--- src/rtl/intPkg.sv ---
package intPkg;
  // Strobes from control to datapath
  typedef struct packed {
    logic detectEn;  // edge detection armed
    logic clearAll;  // read of interrupt register
    logic maskLoad;  // mask register write
  } intStrobe_t;

  typedef enum logic [1:0] {
    PIN_OPEN_DRAIN = 2'd0,
    PIN_DISC_HIGH  = 2'd1,
    PIN_DISC_OFF   = 2'd2,
    PIN_DISC_BOOST = 2'd3
  } pinMode_t;
endpackage

--- src/rtl/intDatapath.sv ---
module intDatapath
  import intPkg::*;
#(
  parameter int NUM_SRC = 5
) (
  input  logic               clk,
  input  logic               rstN,
  input  intStrobe_t         strobes,
  input  logic [NUM_SRC-1:0] statusIn,
  input  logic [NUM_SRC-1:0] maskWrData,
  output logic [NUM_SRC-1:0] latchQ,
  output logic               anyPending
);
  logic [NUM_SRC-1:0] statusQ;
  logic [NUM_SRC-1:0] maskQ;
  logic [NUM_SRC-1:0] edgeHit;

  always_ff @(posedge clk or negedge rstN) begin
    if (!rstN) begin
      statusQ <= '0;
      maskQ   <= '0;
    end else begin
      statusQ <= statusIn;
      if (strobes.maskLoad) maskQ <= maskWrData;
    end
  end

  for (genvar i = 0; i < NUM_SRC; i++) begin : g_bit
    assign edgeHit[i] = strobes.detectEn & (statusIn[i] ^ statusQ[i]);
    always_ff @(posedge clk or negedge rstN) begin
      if (!rstN)                latchQ[i] <= 1'b0;
      else if (strobes.clearAll) latchQ[i] <= edgeHit[i];
      else                      latchQ[i] <= latchQ[i] | edgeHit[i];
    end
  end

  assign anyPending = |(latchQ & ~maskQ);
endmodule

--- src/rtl/intControl.sv ---
module intControl
  import intPkg::*;
(
  input  logic       clk,
  input  logic       rstN,
  input  logic       intRdStrobe,
  input  logic       maskWrEn,
  input  logic       anyPending,
  input  logic       discMode,
  input  logic       inShutdown,
  input  logic       inVocMeas,
  input  logic       inSleep,
  input  logic       boostEn,
  output intStrobe_t strobes,
  output logic       odPullLow,
  output logic       ppEnable,
  output logic       ppLevel
);
  logic     primedQ;
  pinMode_t pinMode;

  always_ff @(posedge clk or negedge rstN) begin
    if (!rstN) primedQ <= 1'b0;
    else       primedQ <= 1'b1;
  end

  assign strobes.detectEn = primedQ;
  assign strobes.clearAll = intRdStrobe;
  assign strobes.maskLoad = maskWrEn;

  always_comb begin
    if (!discMode)               pinMode = PIN_OPEN_DRAIN;
    else if (inShutdown)         pinMode = PIN_DISC_HIGH;
    else if (inVocMeas || inSleep) pinMode = PIN_DISC_OFF;
    else                         pinMode = PIN_DISC_BOOST;
  end

  always_comb begin
    odPullLow = 1'b0;
    ppEnable  = 1'b1;
    ppLevel   = 1'b0;
    unique case (pinMode)
      PIN_OPEN_DRAIN: begin
        ppEnable  = 1'b0;
        odPullLow = anyPending;
      end
      PIN_DISC_HIGH:  ppLevel = 1'b1;
      PIN_DISC_OFF:   ppLevel = 1'b0;
      PIN_DISC_BOOST: ppLevel = boostEn;
      default:        ppLevel = 1'b0;
    endcase
  end
endmodule

--- src/rtl/intStatusCtrl.sv ---
module intStatusCtrl
  import intPkg::*;
#(
  parameter int NUM_SRC = 5,
  parameter int REG_W   = 8
) (
  input  logic               clk,
  input  logic               rstN,
  input  logic [NUM_SRC-1:0] statusIn,
  input  logic               maskWrEn,
  input  logic [NUM_SRC-1:0] maskWrData,
  input  logic               intRdStrobe,
  input  logic               discMode,
  input  logic               inShutdown,
  input  logic               inVocMeas,
  input  logic               inSleep,
  input  logic               boostEn,
  output logic [REG_W-1:0]   intReg,
  output logic               odPullLow,
  output logic               ppEnable,
  output logic               ppLevel
);
  localparam int PAD_W = REG_W - NUM_SRC;

  intStrobe_t         strobes;
  logic [NUM_SRC-1:0] latchQ;
  logic               anyPending;

  intControl u_ctrl (
    .clk(clk), .rstN(rstN), .intRdStrobe(intRdStrobe), .maskWrEn(maskWrEn),
    .anyPending(anyPending), .discMode(discMode), .inShutdown(inShutdown),
    .inVocMeas(inVocMeas), .inSleep(inSleep), .boostEn(boostEn),
    .strobes(strobes), .odPullLow(odPullLow), .ppEnable(ppEnable), .ppLevel(ppLevel)
  );

  intDatapath #(.NUM_SRC(NUM_SRC)) u_dp (
    .clk(clk), .rstN(rstN), .strobes(strobes), .statusIn(statusIn),
    .maskWrData(maskWrData), .latchQ(latchQ), .anyPending(anyPending)
  );

  assign intReg = {{PAD_W{1'b0}}, latchQ};
endmodule

--- config.mk ---
export PLATFORM = sky130hd
export DESIGN_NAME = intStatusCtrl
export DESIGN_NICKNAME = d
export VERILOG_FILES = /design/src/rtl/intPkg.sv /design/src/rtl/intDatapath.sv /design/src/rtl/intControl.sv /design/src/rtl/intStatusCtrl.sv
export SDC_FILE = /design/constraint.sdc
export NUM_CORES = 1
export LEC_CHECK = 0
export ABC_AREA = 1
export BUFFER_PORTS_ARGS = -buffer_cell sky130_fd_sc_hd__clkbuf_2
export CAP_MARGIN = 20
export CELL_PAD_IN_SITES_DETAIL_PLACEMENT = 2
export CELL_PAD_IN_SITES_GLOBAL_PLACEMENT = 2
export CORE_MARGIN = 4
export CORE_UTILIZATION = 27
export CTS_BUF_LIST = sky130_fd_sc_hd__clkbuf_4 sky130_fd_sc_hd__clkbuf_8 sky130_fd_sc_hd__clkbuf_16
export CTS_CLUSTER_DIAMETER = 40
export DETAILED_ROUTE_END_ITERATION = 10
export PLACE_DENSITY_LB_ADDON = 0.1
export RECOVER_POWER = 50
export SLEW_MARGIN = 25
export SYNTH_ARGS = -nofsm -noshare
export SYNTH_HDL_FRONTEND = slang
export SYNTH_HIERARCHICAL = 1
export SYNTH_SLANG_ARGS = --single-unit
--- constraint.sdc ---
create_clock -name clk -period 1.8 [get_ports clk]
set_input_delay 0.27 -clock clk [delete_from_list [all_inputs] [get_ports clk]]
set_output_delay 0.27 -clock clk [all_outputs]
set_load 0.1 [all_outputs]
==> results.md, run 1 <==
* Result of the run: complete, no violations
* Clock latency of the later-clocked register in the worst-skew pair at approximately 0.28 ns
* Final number of hold-violating endpoints at 0
* Number of global-route vias before repair at about 660
* RSZ-0062 raised after global routing: false
* Post-detailed-route via-to-cell ratio at about 4.2
* Cell Chain, Critical Path: inv_1 -> nand2_2 -> nand2_2 -> nor2_2 -> nand2_1 -> inv_1 -> nor2_4 -> buf_4
* Detailed-route via count at approximately 620
* Sequential share of the synthesized area at 53.42%
* Maximum fanout count along the critical path at 2
* Tightest slew margin relative to the limit at roughly 43%
* Class of the tightest hold or removal check: primary input to register
* Ant. Diodes at 0
* Switching power share of the total at between 30% and 40%
* Max Freq at between 600 and 700 MHz
* Max Clock Skew at approximately 0.0074 ns
* Top-area cell type share of the netlist area at about 53%
* Total clock buffers created by CTS at 3
* Final routed wire length divided by cell count at 11.60 um
* Total detailed-routing wirelength at roughly 1700 um
* Gate Count Post-Synth at 92
* Area Growth Syn to Fin at 22.70%
* Die Y-Extent at 60.69 um
* GRT Overall Usage at a little over a tenth
* EDFF count, synth at 0
* Category of the worst setup path capture point: output pin
* Most used standard cells in the synthesized netlist: inv_1, nand2_1, dfrtp_1, buf_4
* Area of placed instances at approximately 880 um^2
* Post-synthesis cell area at between 700 and 800 um^2
* Global placement routability congestion at 0.6397
* Cell count of the worst reg-to-reg path at 2
* Hold Startpoint: statusIn[1]
* Total die area at between 3000 and 4000 um^2
* Worst-case hold slack at between 0.1 and 0.15 ns
* Final number of setup-violating endpoints at 0
* Most area-consuming cells after synthesis: dfrtp_1, inv_1, nand2_1, buf_4, nand3_1
* First-pass GRT wire length at around 2900 um
* Initial standard-cell utilization of the core at 29.19%
* Top cell family by delay on the critical path: buffers and inverters
* Top Ports at 30
* Initial DRT Pass Iterations at 4
* Startpoint of the most critical setup path: u_dp/maskQ[1]
* Internal power component at between 500 and 600 uW
* Combinational fraction of design power at approximately 30%
* Sequential share of power at between 40% and 50%
* Buf/Inv on CP at 3
* Hold-critical path depth at 1
* Number of standard-cell rows in the floorplan at 18
* Final Cycle Share at about 90%
* Setup CP Type: register to output pin
* Clock buffer depth at 2
* Number of violations reported at the end of detailed-routing iteration 0 at 14
* Worst endpoint required time at about 1.5 ns
* Final Max Slew Viols at 0
* Post-Route Setup TNS at 0 ns
* Number of H-tree levels at 1
* Cell at the root of the clock tree: clkbuf_4
* Most instantiated library cell after synthesis: inv_1
* Maxcap violations at 0
* Clk sink count at 16
* Switching power total at 349.0 uW
* Ratio of cells with drive above 1 in the final layout at 29.06%
* Type of origin of the critical path: register
* Largest stage delay on the critical path at 0.37 ns
* Antenna violations before repair at 0
* Worst ir drop on vdd at around 640 uV
* Largest net degree at the start of global routing at 17
* Endpoint arrival time on the critical path at around 1.4 ns
* Worst R2R Start: u_ctrl/primedQ
* Leakage power of the design at about 0.00052 uW
* Flip-flop cell with the highest count after synthesis: dfrtp_1
* Number of filler cells placed in the layout at 324
* Antenna Violating Nets Remaining at 0
* Horizontal extent of the die at 60.69 um
* Total design power at 913.4 uW
* Clock tree from TritonCTS: yes
* Clock-pin slew on the worst setup and hold paths at around 0.1 ns
* Net total in the final layout at ~140
* Area of all placed cells without fillers at between 900 and 1000 um^2
* Cell taking the most area after synthesis: dfrtp_1
* Core area at approximately 2600 um^2
* Final Critical Period at between 1.5 and 2 ns
* Pwr/cell area at around 990 nW/um^2
* Slowest stage cell, crit path: dfrtp_1
* Distinct cells, synth at 16
* Count of buffers from port buffering at 26
* Half-perimeter wire length after placement at 1403 um
* Portion of total power attributed to the clock network at between 20 and 30%
* Syn. warnings at 6
* FF+latch count, synth at 16
* Synth async-reset ratio at 100.0%
* Avg Synthesized Cell Area at around 8.1 um^2
* Final routed DRC violation total at 0
* Grt ovf at 0
* Slew at the pin closest to its max-slew limit at roughly 0.86 ns
* WP depth at 8
==> cells in the final DEF (no fill, tap or decap), drive strengths merged <==
cell type / netlist / final
inv: 23 / 23
clkbuf: 1 / 29
buf: 7 / 1
nand4: 1 / 1
dlygate4sd3: 0 / 1
nor2: 4 / 4
o21ai: 11 / 11
conb: 2 / 4
nand2: 22 / 22
nand3: 5 / 5
dfrtp: 16 / 16
==> metrics by stage <==
stage	util [%]	std cells	setup WS, ns
floorplan	-	94	0.03512
global placement	34.31	142	0.5018
detailed placement	34.31	142	0.4524
CTS	36.11	147	0.1197
global route	35.82	147	0.05784
finish	35.82	147	0.1597
==> routing by layer <==
layer / vias to the layer above / track usage [%] / share of wire (%)
li1: 309 / - / -
met1: 294 / 11.62 / 39
met2: 14 / 19.08 / 53
met3: 2 / 4.681 / 6.7
met4: 0 / 1.858 / 0.76
met5: - / 0 / 0
==> timing repair <==
action                    in CTS  in global routing
gates resized for setup        0                  0
hold endpoints to repair      16                  0
buffers inserted               0                  0
hold buffers                   1                  0
==> cells by family after synthesis <==
| family | Yosys count | share of synthesized area [%] |
|---|---|---|
| AND/OR/NAND/NOR | 32 | 18.20 |
| flip-flops | 16 | 53.42 |
| AO/OA/AOI/OAI | 11 | 7.846 |
| other | 2 | 1.002 |
| buffers and inverters | 31 | 19.53 |
==> area by class of cell <==
type	instances	area [um^2]	share of cell area (%)
clock buffers	4	36.28	3.946
inverters	23	86.33	9.388
multi-input cells	47	217.7	23.67
flip-flops and latches	16	406.6	44.22
well taps	30	37.54	4.082
repair buffers	27	135.1	14.69
==> registers in the layout, indices dropped and copies added, names as in the netlist <==
register and count:
u_ctrl/primedQ 1, u_dp/latchQ 5, u_dp/statusQ 5, u_dp/maskQ 5
==> worst paths after layout <==
kind,to,slack [ns]
worst max-delay path,odPullLow,0.16
max in group asynchronous,u_dp/latchQ[3],0.61
min in group asynchronous,u_dp/statusQ[2],0.60
worst min-delay path,u_dp/statusQ[1],0.12
worst min register to register,u_dp/maskQ[2],0.54
worst max register to register,u_dp/latchQ[1],1.03
==> power by group through the flow <==
stage	combinational [uW]	sequential, uW	clock, uW
after floorplan	138	499	0
after global placement	270	414	0
after detailed placement	277	416	0
after CTS	280	409	247
after global routing	292	412	265
final	272	407	234
(Power assumes the default switching activity.)
==> inputs of run 2 (changes only) <==
--- a/config.mk
+++ b/config.mk
@@ -8,10 +8,10 @@
 export ABC_AREA = 1
 export BUFFER_PORTS_ARGS = -buffer_cell sky130_fd_sc_hd__clkbuf_2
 export CAP_MARGIN = 20
-export CELL_PAD_IN_SITES_DETAIL_PLACEMENT = 2
-export CELL_PAD_IN_SITES_GLOBAL_PLACEMENT = 2
+export CELL_PAD_IN_SITES_DETAIL_PLACEMENT = 0
+export CELL_PAD_IN_SITES_GLOBAL_PLACEMENT = 1
 export CORE_MARGIN = 4
-export CORE_UTILIZATION = 27
+export CORE_UTILIZATION = 35
 export CTS_BUF_LIST = sky130_fd_sc_hd__clkbuf_4 sky130_fd_sc_hd__clkbuf_8 sky130_fd_sc_hd__clkbuf_16
 export CTS_CLUSTER_DIAMETER = 40
 export DETAILED_ROUTE_END_ITERATION = 10
==> run 2 against run 1 <==
  * Non-clock buffer count did not move
  * Via count fell by 8.4%
  * Clock-buffer cell count did not move
  * Cell area fell by 1.1%
  * Sequential share of layout area rose by 0.49 points
  * Combinational power fell by 2%
  * Sequential cell count did not move
  * Worst setup slack improved by 0.047 ns
  * Routed wire length fell by 25%
  * Critical path depth did not move
  * Largest power group unchanged
  * First-iteration DRC count fell by 57%
  * Fmax rose by 2.9%
==> results.md, run 2 (synthesized netlist as in run 1, its figures left out) <==
* Startpoint of the most critical setup path: u_dp/maskQ[1] (unchanged)
* Final Max Slew Viols at 0 (unchanged)
* Ratio of cells with drive above 1 in the final layout at 29.06% (unchanged)
* Buf/Inv on CP at 3 (unchanged)
* Largest net degree at the start of global routing at 17 (unchanged)
* Antenna violations before repair at 0 (unchanged)
* Number of filler cells placed in the layout at 221 (was 324)
* RSZ-0062 raised after global routing: false (unchanged)
* Final Cycle Share at 88.54% (was 91.13%)
* Initial DRT Pass Iterations at 4 (unchanged)
* Horizontal extent of the die at 54.28 um (was 60.69 um)
* Cell at the root of the clock tree: clkbuf_4 (unchanged)
* Worst R2R Start: u_ctrl/primedQ (unchanged)
* Hold-critical path depth at 1 (unchanged)
* Final routed DRC violation total at 0 (unchanged)
* Maximum fanout count along the critical path at 2 (unchanged)
* GRT Overall Usage at 10.54% (was 10.59%)
* Type of origin of the critical path: register (unchanged)
* Max Freq at 627.4 MHz (was 609.7 MHz)
* Core area at 2002 um^2 (was 2567 um^2)
* Area Growth Syn to Fin at 21.37% (was 22.70%)
* Tightest slew margin relative to the limit at 45.67% (was 42.72%)
* Category of the worst setup path capture point: output pin (unchanged)
* Number of global-route vias before repair at 533 (was 661)
* Net total in the final layout at 137 (unchanged)
* Total design power at 878.7 uW (was 913.4 uW)
* Result of the run: complete, no violations (unchanged)
* Clock latency of the later-clocked register in the worst-skew pair at 0.28 ns (about the same)
* Combined flip-flop and latch cell area at 406.6 um^2 (unchanged)
* Post-Route Setup TNS at 0 ns (unchanged)
* Endpoint arrival time on the critical path at 1.32 ns (was 1.37 ns)
* Multi-input logic area at 217.7 um^2 (unchanged)
* Max Clock Skew at 0.006550 ns (was 0.007426 ns)
* Grt ovf at 0 (unchanged)
* Number of standard-cell rows in the floorplan at 16 (was 18)
* Clk sink count at 16 (unchanged)
* Worst ir drop on vdd at 446.4 uV (was 639.3 uV)
* Maxcap violations at 0 (unchanged)
* Utilization after layout at 45.44% (was 35.82%)
* End of the worst register-to-register path: u_dp/latchQ[2] (was u_dp/latchQ[1])
* Largest stage delay on the critical path at 0.36 ns (was 0.37 ns)
* Ant. Diodes at 0 (unchanged)
* Final number of hold-violating endpoints at 0 (unchanged)
* Slew at the pin closest to its max-slew limit at 0.8149 ns (was 0.8592 ns)
* Worst-case register-to-register setup slack at 1.07 ns (was 1.03 ns)
* Pwr/cell area at 966.0 nW/um^2 (was 993.3 nW/um^2)
* Half-perimeter wire length after placement at 1042 um (was 1403 um)
* Antenna Violating Nets Remaining at 0 (unchanged)
* Top Ports at 30 (unchanged)
* First-pass GRT wire length at 2208 um (was 2870 um)
* Cell count of the worst reg-to-reg path at 2 (unchanged)
* Worst endpoint required time at 1.53 ns (about the same)
* Total clock buffers created by CTS at 3 (unchanged)
* Number of H-tree levels at 1 (unchanged)
* Worst Hold End: u_dp/statusQ[4] (was u_dp/statusQ[1])
* Clock tree from TritonCTS: yes (unchanged)
* Total die area at 2946 um^2 (was 3683 um^2)
* Worst slack at placement at 0.5079 ns (was 0.4524 ns)
* Clock-pin slew on the worst setup and hold paths at 0.09 ns (was 0.10 ns)
* Highest-count cells in the layout ignoring fill and taps: inv_1, nand2_1, clkbuf_2 (unchanged)
* Class of the tightest hold or removal check: primary input to register (unchanged)
* Final routed wire length divided by cell count at 8.903 um (was 11.60 um)
* Number of violations reported at the end of detailed-routing iteration 0 at 6 (was 14)
* Hold Startpoint: statusIn[4] (was statusIn[1])
* Worst path setup slack after routing at 0.2062 ns (was 0.1597 ns)
* Final Critical Period at 1.594 ns (was 1.640 ns)
* Detailed-route via count at 567 (was 619)
* Final number of setup-violating endpoints at 0 (unchanged)
* Slowest stage cell, crit path: dfrtp_1 (unchanged)
* Clock buffer depth at 2 (unchanged)
* Leakage power of the design at 0.0005194 uW (was 0.0005220 uW)
* Number of setup buffers added after CTS at 0 (unchanged)
* Count of buffers from port buffering at 26 (unchanged)
* Most common cell after layout, fill and taps aside: inv_1 (unchanged)
* Total detailed-routing wirelength at 1282 um (was 1705 um)
* Cell Chain, Critical Path: inv_1 -> nand2_2 -> nand2_2 -> nor2_2 -> nand2_1 -> inv_1 -> nor2_4 -> buf_4 (unchanged)
* Post-detailed-route via-to-cell ratio at 3.938 (was 4.211)
* Setup CP Type: register to output pin (unchanged)
* Initial standard-cell utilization of the core at 37.44% (was 29.19%)
* Quantity of hold-fixing buffers added after cts at 1 (unchanged)
* Registers with the most flip-flops: u_dp/latchQ x5, u_dp/maskQ x5, u_dp/statusQ x5 (unchanged)
* Top cell family by delay on the critical path: buffers and inverters (unchanged)
* Die Y-Extent at 54.28 um (was 60.69 um)
* Number of gates resized after cts at 0 (unchanged)
* Worst-case hold slack at 0.1204 ns (was 0.1202 ns)
* Global placement routability congestion at 0.6624 (was 0.6397)
run 2: worst max-delay path by stage:
stage / cells after the start / to / slack, ns
6_report: 8 / odPullLow / 0.21
3_5_place_dp: 5 / ppLevel / 0.51
4_1_cts: 8 / odPullLow / 0.18
5_1_grt: 8 / odPullLow / 0.06
3_3_place_gp: 8 / odPullLow / 0.50
2_1_floorplan: 6 / odPullLow / 0.04
run 2: cell type report:
cell class / instances / area share (%)
multi-input combinational: 47 / 23.93
clock buffer: 4 / 3.301
tap: 27 / 3.714
inverter: 23 / 9.491
sequential: 16 / 44.70
timing repair buffer: 27 / 14.86
run 2: power by group:
| part | total, uW | internal (uW) | switching [uW] |
|---|---|---|---|
| Clock | 206 | 101 | 105 |
| Combinational | 267 | 51.4 | 216 |
| Sequential | 406 | 390 | 16.1 |
run 2: layer usage:
metal	wire, um	global-route usage, %
met1	607	13.32
met2	550	16.14
met3	111	3.542
met4	12	4.979
met5	0	0
run 2: worst reg2reg max path, stage by stage, from the launching register on:
cell	delay, ns
dfrtp_1	0.43
nand3_1	0.10
o21ai_0	0.08
run 2: stage by stage:
step	cells	instance area (um^2)
global route	144	909.6
CTS	144	917.1
global placement	139	877.1
detailed placement	139	877.1
floorplan	94	770.7
finish	144	909.6
